$ cat src/rtl/sp_pkg.sv
package sp_pkg;
  localparam int SP_CLUSTER_SAMPLES = 7;

  typedef enum logic {
    SP_WORD_STAMP,
    SP_WORD_SAMPLE
  } sp_word_e;

  // Fill position after one more sample; 0 means the cluster is complete.
  function automatic logic [2:0] sp_fill_next(input logic [2:0] pos);
    return (pos == 3'(SP_CLUSTER_SAMPLES - 1)) ? 3'd0 : pos + 3'd1;
  endfunction
endpackage

$ cat src/rtl/sp_change_watch.sv
module sp_change_watch #(
  parameter int WORD_W      = 16,
  parameter int FORCE_TICKS = 65536
) (
  input  logic              clk,
  input  logic              rst_n,
  input  logic              tick,
  input  logic [WORD_W-1:0] sample,
  input  logic              busy,
  output logic              open_req
);
  localparam int GW = $clog2(FORCE_TICKS + 1);

  logic              primed;
  logic [WORD_W-1:0] last_kept;
  logic [GW-1:0]     gap;
  logic              differs;
  logic              due;

  function automatic logic gap_due(input logic [GW-1:0] g);
    return g >= GW'(FORCE_TICKS - 1);
  endfunction

  assign differs  = !primed || (sample != last_kept);
  assign due      = gap_due(gap);
  assign open_req = tick && !busy && (differs || due);

  always_ff @(posedge clk) begin
    if (!rst_n) begin
      primed    <= 1'b0;
      last_kept <= '0;
      gap       <= '0;
    end else if (tick) begin
      if (open_req) begin
        gap    <= '0;
        primed <= 1'b1;
      end else if (gap < GW'(FORCE_TICKS)) begin
        gap <= gap + 1'b1;
      end
      if (open_req || busy) last_kept <= sample;
    end
  end

  AST_GAP_BOUND: assert property (@(posedge clk) disable iff (!rst_n)
    !busy |-> (gap <= GW'(FORCE_TICKS - 1)));
endmodule

$ cat src/rtl/sp_cluster_fill.sv
module sp_cluster_fill
  import sp_pkg::*;
#(
  parameter int WORD_W = 16
) (
  input  logic              clk,
  input  logic              rst_n,
  input  logic              tick,
  input  logic              open_req,
  input  logic [WORD_W-1:0] sample,
  input  logic [WORD_W-1:0] stamp,
  output logic              wr_en,
  output logic [WORD_W-1:0] wr_data,
  output sp_word_e          wr_kind,
  output logic              busy
);
  logic [2:0]        fill;
  logic              pend_v;
  logic [WORD_W-1:0] pend;

  assign busy = (fill != 3'd0);

  always_ff @(posedge clk) begin
    if (!rst_n) begin
      fill    <= 3'd0;
      pend_v  <= 1'b0;
      pend    <= '0;
      wr_en   <= 1'b0;
      wr_data <= '0;
      wr_kind <= SP_WORD_STAMP;
    end else if (open_req) begin
      wr_en   <= 1'b1;
      wr_data <= stamp;
      wr_kind <= SP_WORD_STAMP;
      pend_v  <= 1'b1;
      pend    <= sample;
      fill    <= 3'd1;
    end else if (pend_v) begin
      wr_en   <= 1'b1;
      wr_data <= pend;
      wr_kind <= SP_WORD_SAMPLE;
      pend_v  <= 1'b0;
    end else if (tick && busy) begin
      wr_en   <= 1'b1;
      wr_data <= sample;
      wr_kind <= SP_WORD_SAMPLE;
      fill    <= sp_fill_next(fill);
    end else begin
      wr_en   <= 1'b0;
    end
  end

  AST_FILL_RANGE: assert property (@(posedge clk) disable iff (!rst_n)
    fill <= 3'(SP_CLUSTER_SAMPLES - 1));
  AST_STAMP_THEN_SAMPLE: assert property (@(posedge clk) disable iff (!rst_n)
    (wr_en && wr_kind == SP_WORD_STAMP) |=> (wr_en && wr_kind == SP_WORD_SAMPLE));
endmodule

$ cat src/rtl/sp_addr_track.sv
module sp_addr_track #(
  parameter int ROW_W = 15,
  parameter int EVT_W = 9,
  parameter int CNT_W = 24
) (
  input  logic                   clk,
  input  logic                   rst_n,
  input  logic                   wr_en,
  input  logic                   is_sample,
  output logic [ROW_W+EVT_W-1:0] addr,
  output logic                   wrapped,
  output logic [CNT_W-1:0]       sample_count
);
  localparam int AW = ROW_W + EVT_W;

  logic [AW-1:0] cur;

  function automatic logic [AW-1:0] addr_step(input logic [AW-1:0] a);
    return a + AW'(1);
  endfunction

  function automatic logic addr_last(input logic [AW-1:0] a);
    return &a;
  endfunction

  assign addr = cur;

  always_ff @(posedge clk) begin
    if (!rst_n) begin
      cur          <= '0;
      wrapped      <= 1'b0;
      sample_count <= '0;
    end else if (wr_en) begin
      cur <= addr_step(cur);
      if (addr_last(cur)) wrapped <= 1'b1;
      if (is_sample) sample_count <= sample_count + 1'b1;
    end
  end

  AST_ADDR_STEP: assert property (@(posedge clk) disable iff (!rst_n)
    wr_en |=> (addr == $past(addr) + AW'(1)));
  AST_WRAP_STICKY: assert property (@(posedge clk) disable iff (!rst_n)
    wrapped |=> wrapped);
  AST_COUNT_STEP: assert property (@(posedge clk) disable iff (!rst_n)
    (wr_en && is_sample) |=> (sample_count == $past(sample_count) + 1'b1));
endmodule

$ cat src/rtl/ts_rle_packer.sv
module ts_rle_packer
  import sp_pkg::*;
#(
  parameter int WORD_W      = 16,
  parameter int ROW_W       = 15,
  parameter int EVT_W       = 9,
  parameter int FORCE_TICKS = 65536,
  parameter int CNT_W       = 24
) (
  input  logic                   clk,
  input  logic                   rst_n,
  input  logic                   tick,
  input  logic [WORD_W-1:0]      sample_in,
  input  logic [WORD_W-1:0]      stamp_in,
  output logic                   wr_en,
  output logic [WORD_W-1:0]      wr_data,
  output logic [ROW_W+EVT_W-1:0] wr_addr,
  output logic                   mem_wrapped,
  output logic [CNT_W-1:0]       sample_count
);
  logic     open_req;
  logic     busy;
  sp_word_e wr_kind;
  logic     is_sample;

  assign is_sample = (wr_kind == SP_WORD_SAMPLE);

  sp_change_watch #(.WORD_W(WORD_W), .FORCE_TICKS(FORCE_TICKS)) u_watch (
    .clk(clk), .rst_n(rst_n), .tick(tick), .sample(sample_in),
    .busy(busy), .open_req(open_req)
  );

  sp_cluster_fill #(.WORD_W(WORD_W)) u_fill (
    .clk(clk), .rst_n(rst_n), .tick(tick), .open_req(open_req),
    .sample(sample_in), .stamp(stamp_in), .wr_en(wr_en),
    .wr_data(wr_data), .wr_kind(wr_kind), .busy(busy)
  );

  sp_addr_track #(.ROW_W(ROW_W), .EVT_W(EVT_W), .CNT_W(CNT_W)) u_addr (
    .clk(clk), .rst_n(rst_n), .wr_en(wr_en), .is_sample(is_sample),
    .addr(wr_addr), .wrapped(mem_wrapped), .sample_count(sample_count)
  );

  AST_TICK_SPACING: assert property (@(posedge clk) disable iff (!rst_n)
    tick |=> !tick);
endmodule

$ cat config.mk
export PLATFORM = sky130hd
export DESIGN_NAME = ts_rle_packer
export DESIGN_NICKNAME = d
export VERILOG_FILES = /design/src/rtl/sp_pkg.sv /design/src/rtl/sp_change_watch.sv /design/src/rtl/sp_cluster_fill.sv /design/src/rtl/sp_addr_track.sv /design/src/rtl/ts_rle_packer.sv
export SDC_FILE = /design/constraint.sdc
export NUM_CORES = 1
export LEC_CHECK = 0
export ABC_CLOCK_PERIOD_IN_PS = 2130
export CAP_MARGIN = 20
export CORE_ASPECT_RATIO = 0.75
export CORE_MARGIN = 1
export CORE_UTILIZATION = 47
export DETAILED_ROUTE_END_ITERATION = 12
export PLACE_DENSITY_LB_ADDON = 0.15
export SETUP_SLACK_MARGIN = 0.4
export SYNTH_ARGS = -nofsm -noshare
export SYNTH_HDL_FRONTEND = slang
export SYNTH_SLANG_ARGS = --single-unit
export TNS_END_PERCENT = 20
$ cat constraint.sdc
create_clock -name clk -period 2.13 [get_ports clk]
set_input_delay 0.639 -clock clk [delete_from_list [all_inputs] [get_ports clk]]
set_output_delay 0.639 -clock clk [all_outputs]
set_load 0.02 [all_outputs]
==> reports/metrics.yaml, run 1 <==
synthCells: 577
port_buffers: 100
wl_per_cell_um: 15.9
grt_overflow_total: 0
startpoint_type: "flip-flop"
critPathMaxFanout: 6
cts_made_buffers: 17
cts_tree: "built"
hold_viol_final: 0
critPathLaunch: "u_watch.gap[13]$_SDFFE_PN0P_"
fin_skew_ps: 5.98
first_iter_violations: 188
ir_drop_mv: 0.574
drt-total-wl_um: 14300
cts_hold_buf: 0
synth_top_cell_by_area: "dfxtp_1"
synthesis.nets: 616
grt_pass1_vias: 4639
final.min_clock_period_ps: 2390
syn_area_per_cell_sq_um: 9.53
place.gp.congestion: 0.819
seq_area_sq_um: 2460
violations: "setup timing"
yosys-top-cells-area: "dfxtp_1, mux2i_1, xor2_1"
relSlewSlack_pct: 73.0
htree_levels: 4
crit_required_ps: 2420
power.leakage_nw: 3.35
clkSinkCount: 121
antenna_found_initial: 0
diodes: 0
maxCapViolCount: 0
synth-edff-count: 0
final_cell_mix: "nor2_1, dfxtp_1, buf_4"
end_kind: "flip-flop"
start_util_pct: 49.3
chipWidth_um: 127
clk_pin_slew_ps: 50
yosys_warnings: 0
slew_violations: 0
reg2reg_to: "u_watch.last_kept[8]$_SDFFE_PN0P_"
post-route-period-util_pct: 112
fillers: 817
grt_pass1_wl_um: 22600
drive_gt1_share_pct: 33.8
ys.flop_type: "dfxtp_1"
detail_route.drc_violations: 0
cp.arrival_ps: 2670
status: "complete, but fails checks"
final_nets: 786
yosys_register_bits: 121
powerDensity_nw_per_um2: 799
dr_total_vias: 4671
finalPower_w: 0.00639
die_y_um: 95.7
grt_max_degree: 82
synthArstFlopShare_pct: 0
fmax_mhz: 419
core_sq_um: 11100
dr.pass1.iters: 4
dpl.hpwl_um: 9210
rrSetupSlack_ps: -260
worstRegToRegCells: 12
syn2layout_area_growth_pct: 45.5
finalSetupViolCount: 70
multi_input_area_sq_um: 3000
synth_top_area_share_pct: 44.0
synth_cell_types: 48
via_per_inst: 5.19
insertion_delay_ps: 410
criticalPathCategory: "flip-flop to flip-flop"
cts-root-buf: "clkbuf_16"
netlist_area_sq_um: 5500
setup.worst_path.end: "u_watch.last_kept[8]$_SDFFE_PN0P_"
grt_util_all_layers_pct: 24.0
cts.path.max_buffers: 2
synth_seq_area_share_pct: 44.0
rsz0062_at_grt: "true"
holdWs_ps: 467
ioPinCount: 101
rows: 33
r2r_start: "u_watch.gap[13]$_SDFFE_PN0P_"
worst_pin_slew_ps: 403
antenna_left: 0
fin_ws_ps: -255
hold_class: "flip-flop to flip-flop"
die_area_sq_um: 12100
[layer usage]
layer | vias to the layer above | global-route usage [%] | share of wire, %
met2 | 105 | 39.1 | 46
met5 | - | 0 | 0
met4 | 0 | 8.23 | 1.5
li1 | 2325 | - | -
met3 | 18 | 6.29 | 4.4
met1 | 2223 | 31.1 | 48
[worst min path at each step]
stage,depth (start not counted),from,slack (ps),endpoint
2_1_floorplan,2,u_watch.primed$_SDFFE_PN0P_,440,u_watch.primed$_SDFFE_PN0P_
3_3_place_gp,2,u_fill.wr_data[13]$_SDFFE_PN0P_,440,u_fill.wr_data[13]$_SDFFE_PN0P_
3_5_place_dp,2,u_fill.wr_data[13]$_SDFFE_PN0P_,460,u_fill.wr_data[13]$_SDFFE_PN0P_
4_1_cts,2,u_fill.wr_data[13]$_SDFFE_PN0P_,470,u_fill.wr_data[13]$_SDFFE_PN0P_
5_1_grt,2,u_fill.wr_data[13]$_SDFFE_PN0P_,490,u_fill.wr_data[13]$_SDFFE_PN0P_
6_report,2,u_fill.wr_data[13]$_SDFFE_PN0P_,470,u_fill.wr_data[13]$_SDFFE_PN0P_
[flip-flops by register name, summed over array words and instances (netlist names), 3 cells and up]
signal and count:
u_addr.addr 24, u_addr.sample_count 24, u_fill.fill 3, u_fill.pend 16, u_fill.wr_data 16, u_watch.gap 17
u_watch.last_kept 16
[stage by stage]
step | setup slack, ps | area (sq um) | cells | utilization, % | setup TNS, ps
finish | -255 | 8000 | 900 | 71.8 | -7950
global route | -400 | 8000 | 900 | 71.8 | -18680
CTS | -256 | 7890 | 894 | 70.8 | -12360
detailed placement | -735 | 7060 | 854 | 63.3 | -43170
global placement | -658 | 7060 | 854 | 63.3 | -37520
floorplan | -28.9 | 5510 | 577 | - | -733
[cell families (layout without fill, tap and decap cells)]
| family | Yosys count | count (layout) | share of synthesized area [%] |
|---|---|---|---|
| AO/OA/AOI/OAI | 46 | 46 | 6.73 |
| XOR/XNOR | 70 | 70 | 11.1 |
| adder cells (fa/ha/maj) | 4 | 4 | 0.910 |
| buffers and inverters | 49 | 232 | 4.89 |
| flip-flops | 121 | 121 | 44.0 |
| multiplexers | 65 | 65 | 12.2 |
| AND/OR/NAND/NOR | 222 | 222 | 20.1 |
[critical path: stages (launching register included)]
cell	delay, ps
dfxtp_1	330
nand2_1	100
nor4_4	280
nand2_1	120
nor2_2	110
ha_2	180
nor3_2	40
and3_4	170
buf_4	140
a31oi_4	230
clkbuf_16	220
mux2i_1	260
nor2_1	70
[repair_timing]
action	4_1_cts	5_1_grt
setup buffers	7	3
pin swaps	16	48
resized for setup	238	69
setup endpoints to repair	155	134
endpoints found under the hold margin	0	0
cloned	1	3
[layout make-up]
cell class	instances	area share [%]
clock buffers	25	6.32
repair buffers	175	20.1
inverters	25	1.17
well taps	140	2.19
multi-input cells	407	37.5
clock inverters	7	2.00
flip-flops and latches	121	30.7
[power by group]
part | switching [W] | internal [W] | total [W]
combinational | 0.000364 | 0.000400 | 0.000765
sequential | 0.0000574 | 0.00235 | 0.00241
clock | 0.000993 | 0.00223 | 0.00322
[synth_stat cells (3+ instances only)]
library cell  instances
inv_1                24
mux2i_1              49
buf_12                3
nor2_1               97
and4_1                4
and2_1                7
o22ai_1               8
ha_1                  4
a21oi_1              13
o22ai_2               8
xor2_1               43
nor3_1                7
clkbuf_1             13
or3_1                 9
dfxtp_1             121
mux2_2               16
o21ai_0               6
nand2_1              31
nand3_1              20
xnor2_1              27
nand4_1              20
and3_1               12
Power figures use the tool's default switching activity.
==> run 2, diff against run 1 <==
--- a/config.mk
+++ b/config.mk
@@ -9,7 +9,7 @@
 export CAP_MARGIN = 20
 export CORE_ASPECT_RATIO = 0.75
 export CORE_MARGIN = 1
-export CORE_UTILIZATION = 47
+export CORE_UTILIZATION = 25
 export DETAILED_ROUTE_END_ITERATION = 12
 export PLACE_DENSITY_LB_ADDON = 0.15
 export SETUP_SLACK_MARGIN = 0.4
==> reports/metrics.yaml, run 2 (same netlist as run 1, synthesis figures left out) <==
final_cell_mix: "nor2_1, dfxtp_1, buf_4"
grt_max_degree: 82
diodes: 0
powerDensity_nw_per_um2: 780
final_common_cell: "nor2_1"
htree_levels: 4
status: "complete, but fails checks"
first_iter_violations: 158
relSlewSlack_pct: 74.7
p_sw_share_pct: 24.7
cts_made_buffers: 17
combinationalPowerShare_pct: 11.4
p_int_w: 0.00471
startpoint_type: "flip-flop"
core_sq_um: 21400
maxCapViolCount: 0
finalNonFillerCells: 1050
syn2layout_area_growth_pct: 45.7
finish.utilization_pct: 37.5
wl_per_cell_um: 13.4
min_to: "u_fill.wr_data[13]$_SDFFE_PN0P_"
p_seq_share_pct: 38.4
dp.cells: 1006
antenna_found_initial: 0
insertion_delay_ps: 410
grt_pass1_wl_um: 22600
fmax_mhz: 428
ir_drop_mv: 0.473
die_y_um: 130
cts_tree: "built"
worstHoldPathCells: 2
start_util_pct: 25.8
cts.path.max_buffers: 2
postPlaceCellArea_sq_um: 7250
grt_util_all_layers_pct: 12.8
crit_required_ps: 2410
antenna_left: 0
criticalPathCategory: "flip-flop to flip-flop"
clkSinkCount: 121
final.min_clock_period_ps: 2340
critPathMaxFanout: 10
final_nets: 788
via_per_inst: 4.30
hold_viol_final: 0
cts-root-buf: "clkbuf_16"
switchingPower_w: 0.00154
rrSetupSlack_ps: -210
fin_area_sq_um: 8020
place.gp.congestion: 0.741
grt_pass1_vias: 4341
ioPinCount: 101
p_clk_share_pct: 50.2
slew_violations: 0
fin_ws_ps: -206
die_area_sq_um: 22600
detail_route.drc_violations: 0
fin_skew_ps: 8.83
r2r_start: "u_watch.gap[4]$_SDFFE_PN0P_"
drive_gt1_share_pct: 34.0
rsz0062_at_grt: "true"
post-route-period-util_pct: 110
worst_pin_slew_ps: 380
dr_total_vias: 4513
rows: 46
chipWidth_um: 173
grt_overflow_total: 0
reg2reg_to: "u_fill.pend[9]$_SDFFE_PN0P_"
worstRegToRegCells: 13
drt-total-wl_um: 14000
power.leakage_nw: 3.37
end_kind: "flip-flop"
dpl.hpwl_um: 9730
clk_pin_slew_ps: 60
violations: "setup timing"
finalSetupViolCount: 63
cp.arrival_ps: 2620
port_buffers: 100
hold_class: "flip-flop to flip-flop"
min_from: "u_fill.wr_data[13]$_SDFFE_PN0P_"
dr.pass1.iters: 4
==> run 2: cell types whose count changed in the layout (fill, tap and decap cells not counted), moves of 5 or more <==
cell             previous run  this run
buf_4                      54        60
mux2i_2                     7         2
clkdlybuf4s15_2            21        13
buf_6                       8         3
clkdlybuf4s15_1            10         0
clkbuf_8                    5         0
mux2i_1                    38        45
buf_2                      29        44
==> run 2: metal layers <==
metal  global-route usage, %  vias to the layer above  part of all wire [%]
met5                       0                        -                     0
met4                    3.75                        0                  0.82
met3                    3.70                        7                   3.5
met2                    19.1                       66                    43
met1                    17.8                     2117                    53
li1                        -                     2323                     -
==> run 2: how the worst max path moves through the flow <==
| stage | to | slack [ps] | cells after the start | startpoint |
|---|---|---|---|---|
| after floorplan | u_fill.pend[10]$_SDFFE_PN0P_ | -30 | 12 | u_watch.gap[3]$_SDFFE_PN0P_ |
| final | u_fill.pend[9]$_SDFFE_PN0P_ | -210 | 13 | u_watch.gap[4]$_SDFFE_PN0P_ |
| after global routing | u_fill.pend[9]$_SDFFE_PN0P_ | -340 | 13 | u_watch.gap[4]$_SDFFE_PN0P_ |
| after global placement | u_fill.wr_data[0]$_SDFFE_PN0P_ | -800 | 9 | sample_in[8] |
| after detailed placement | u_fill.wr_data[15]$_SDFFE_PN0P_ | -870 | 9 | sample_in[11] |
| after CTS | u_fill.wr_data[9]$_SDFFE_PN0P_ | -230 | 12 | u_watch.gap[4]$_SDFFE_PN0P_ |
==> run 2: final cells by class <==
class,count,area (sq um)
Clock buffer,17,425
Inverter,25,93.8
Fill cell,2143,13300
Timing Repair Buffer,177,1520
Multi-Input combinational cell,407,2940
Sequential cell,121,2460
Clock inverter,15,215
Tap cell,288,360
==> run 2: power by group through the flow <==
| stage | logic, W | clock network (W) | registers [W] |
|---|---|---|---|
| 3_3_place_gp | 0.000643 | 0 | 0.00245 |
| 6_report | 0.000710 | 0.00314 | 0.00240 |
| 3_5_place_dp | 0.000650 | 0 | 0.00245 |
| 5_1_grt | 0.000767 | 0.00334 | 0.00241 |
| 2_1_floorplan | 0.000356 | 0 | 0.00247 |
| 4_1_cts | 0.000703 | 0.00325 | 0.00240 |
==> run 2: metrics by stage <==
step	setup TNS (ps)	worst slack, ps	total power (W)	hold WS, ps
after floorplan	-733	-28.9	0.00283	441
after global placement	-47010	-798	0.00309	443
after detailed placement	-50100	-870	0.00310	456
after CTS	-11250	-233	0.00635	464
after global routing	-16490	-341	0.00652	476
final	-7090	-206	0.00625	459
==> run 2: repair_timing <==
action                     CTS  global route
pin swaps                   10            14
buffers inserted             9             0
cloned                       2             1
setup endpoints to repair  161           118
hold buffers                 0             0
resized for setup          259            56
==> run 2: worst max-delay path, cell delays in order (launching register included) <==
cell and delay, ps:
dfxtp_2 330, nand4_1 200, nor4_4 230, nand2_1 100, nor2_1 120, ha_1 150
nor3_1 50, and3_4 160, a31oi_4 200, buf_12 160, buf_12 160, buf_4 120
mux2i_1 180, nor2_1 50
==> run 3, diff against run 2 <==
--- a/config.mk
+++ b/config.mk
@@ -5,7 +5,7 @@
 export SDC_FILE = /design/constraint.sdc
 export NUM_CORES = 1
 export LEC_CHECK = 0
-export ABC_CLOCK_PERIOD_IN_PS = 2130
+export ABC_CLOCK_PERIOD_IN_PS = 2700
 export CAP_MARGIN = 20
 export CORE_ASPECT_RATIO = 0.75
 export CORE_MARGIN = 1
@@ -13,6 +13,7 @@
 export DETAILED_ROUTE_END_ITERATION = 12
 export PLACE_DENSITY_LB_ADDON = 0.15
 export SETUP_SLACK_MARGIN = 0.4
+export SKIP_LAST_GASP = 1
 export SYNTH_ARGS = -nofsm -noshare
 export SYNTH_HDL_FRONTEND = slang
 export SYNTH_SLANG_ARGS = --single-unit
==> constraint.sdc (replaced) <==
create_clock -name clk -period 2.7 [get_ports clk]
set_input_delay 0.81 -clock clk [delete_from_list [all_inputs] [get_ports clk]]
set_output_delay 0.81 -clock clk [all_outputs]
set_load 0.02 [all_outputs]
==> reports/metrics.yaml, run 3 (same netlist as run 1, synthesis figures left out) <==
status: "finished, final reports clean"
cts_made_buffers: 17
place.gp.congestion: 0.713
final.min_clock_period_ps: 2420
antenna_left: 0
finish.utilization_pct: 37.5
final_common_cell: "dfxtp_1"
startpoint_type: "input port"
antenna_found_initial: 0
detail_route.drc_violations: 0
clk_pin_slew_ps: 50
cp.arrival_ps: 2720
fin_area_sq_um: 8010
postPlaceCellArea_sq_um: 7000
die_area_sq_um: 22600
chipWidth_um: 173
grt_pass1_wl_um: 22600
end_kind: "flip-flop"
cts.path.max_buffers: 2
fin_tns_setup_ps: 0
finalNonFillerCells: 1024
dpl.hpwl_um: 9650
power.leakage_nw: 3.07
insertion_delay_ps: 410
via_per_inst: 4.36
grt_max_degree: 82
cts-root-buf: "clkbuf_16"
core_sq_um: 21400
wl_per_cell_um: 13.6
relSlewSlack_pct: 51.0
drive_gt1_share_pct: 19.0
cts_tree: "built"
fillers: 2098
rows: 46
cts_hold_buf: 0
drt-total-wl_um: 13900
grt_overflow_total: 0
final_nets: 762
first_iter_violations: 144
fin_skew_ps: 10.4
port_buffers: 100
slowest_delay_ps: 440
crit_required_ps: 2990
hold_viol_final: 0
post-route-period-util_pct: 89.8
dr.pass1.iters: 4
dp.cells: 975
fmax_mhz: 413
htree_levels: 4
final_cell_mix: "dfxtp_1, nor2_1, clkdlybuf4s50_1"
syn2layout_area_growth_pct: 45.7
critPathMaxFanout: 6
worstPathCellList: "clkdlybuf4s50_1 -> xor2_1 -> nor3_2 -> and3_4 -> nand4_1 -> buf_4 -> o211ai_4 -> buf_6 -> buf_12 -> o22ai_1"
hold_class: "flip-flop to flip-flop"
powerDensity_nw_per_um2: 619
dr_total_vias: 4469
ioPinCount: 101
path_delay_family: "buffers and inverters"
maxCapViolCount: 0
diodes: 0
holdWs_ps: 455
slowest_stage: "clkdlybuf4s50_1"
criticalPathCategory: "input port to flip-flop"
clkSinkCount: 121
grt_util_all_layers_pct: 12.8
rsz0062_at_grt: "true"
path_buf_inv: 4
finalSetupViolCount: 0
start_util_pct: 25.8
ir_drop_mv: 0.373
die_y_um: 130
slew_violations: 0
worst_pin_slew_ps: 730
grt_pass1_vias: 4560
-- run 3: cell count changes in the layout (fill, tap and decap cells not counted), sizes merged --
cell,before,now
buf,119,50
clkinvlp,2,3
clkbuf,27,23
clkdlybuf4s50,19,85
inv,30,25
dlymetal6s2s,3,0
bufbuf,1,0
clkdlybuf4s15,13,0
clkinv,4,3
dlygate4sd2,12,15
-- run 3: worst paths after layout --
kind	cells past startpoint	endpoint	slack (ps)	from
hold reg to reg	2	u_fill.wr_data[13]$_SDFFE_PN0P_	460	u_fill.wr_data[13]$_SDFFE_PN0P_
setup reg to reg	12	u_fill.wr_data[12]$_SDFFE_PN0P_	340	u_watch.gap[4]$_SDFFE_PN0P_
setup / recovery	10	u_fill.wr_data[13]$_SDFFE_PN0P_	280	sample_in[5]
hold / removal	2	u_fill.wr_data[13]$_SDFFE_PN0P_	460	u_fill.wr_data[13]$_SDFFE_PN0P_
-- run 3: layout make-up --
| cell class | instances | area, sq um | area share, % |
|---|---|---|---|
| Multi-Input combinational cell | 407 | 2930 | 36.6 |
| Sequential cell | 121 | 2430 | 30.3 |
| Tap cell | 288 | 360 | 4.50 |
| Clock inverter | 10 | 165 | 2.06 |
| Inverter | 25 | 93.8 | 1.17 |
| Timing Repair Buffer | 151 | 1550 | 19.3 |
| Clock buffer | 22 | 484 | 6.04 |
-- run 3: through the flow --
| stage | worst slack, ps | total power (W) |
|---|---|---|
| after floorplan | 385 | 0.00223 |
| after global placement | -372 | 0.00243 |
| after detailed placement | -411 | 0.00243 |
| after CTS | 213 | 0.00501 |
| after global routing | 158 | 0.00517 |
| final | 276 | 0.00496 |
-- run 3: report_power, final --
| part | leakage, nW | switching, W | total [W] | internal (W) |
|---|---|---|---|---|
| Sequential | 0.989 | 0.0000503 | 0.00190 | 0.00185 |
| Clock | 0.309 | 0.000834 | 0.00248 | 0.00164 |
| Combinational | 1.77 | 0.000263 | 0.000581 | 0.000318 |
| Total | 3.07 | 0.00115 | 0.00496 | 0.00382 |
-- run 3: worst reg2reg max path, stage by stage (launching register included) --
cell	delay, ps
dfxtp_2	320
nand4_1	220
nor4_4	220
nand2_1	120
nor2_2	120
ha_2	180
nor3_2	40
and3_4	190
a31oi_4	230
buf_12	160
buf_12	130
mux2i_2	230
o22ai_2	80
-- run 3: repair_timing --
item | 4_1_cts | 5_1_grt
endpoints found under the setup margin | 81 | 100
cloned | 1 | 1
resized for setup | 38 | 20
pin swaps | 18 | 21
setup buffers | 13 | 2
-- run 3: layer usage --
layer  track usage (%)  routed length, um
met3              4.08                575
met4              4.58                181
met5                 0                  0
met1              16.5               7030
met2              20.3               6170
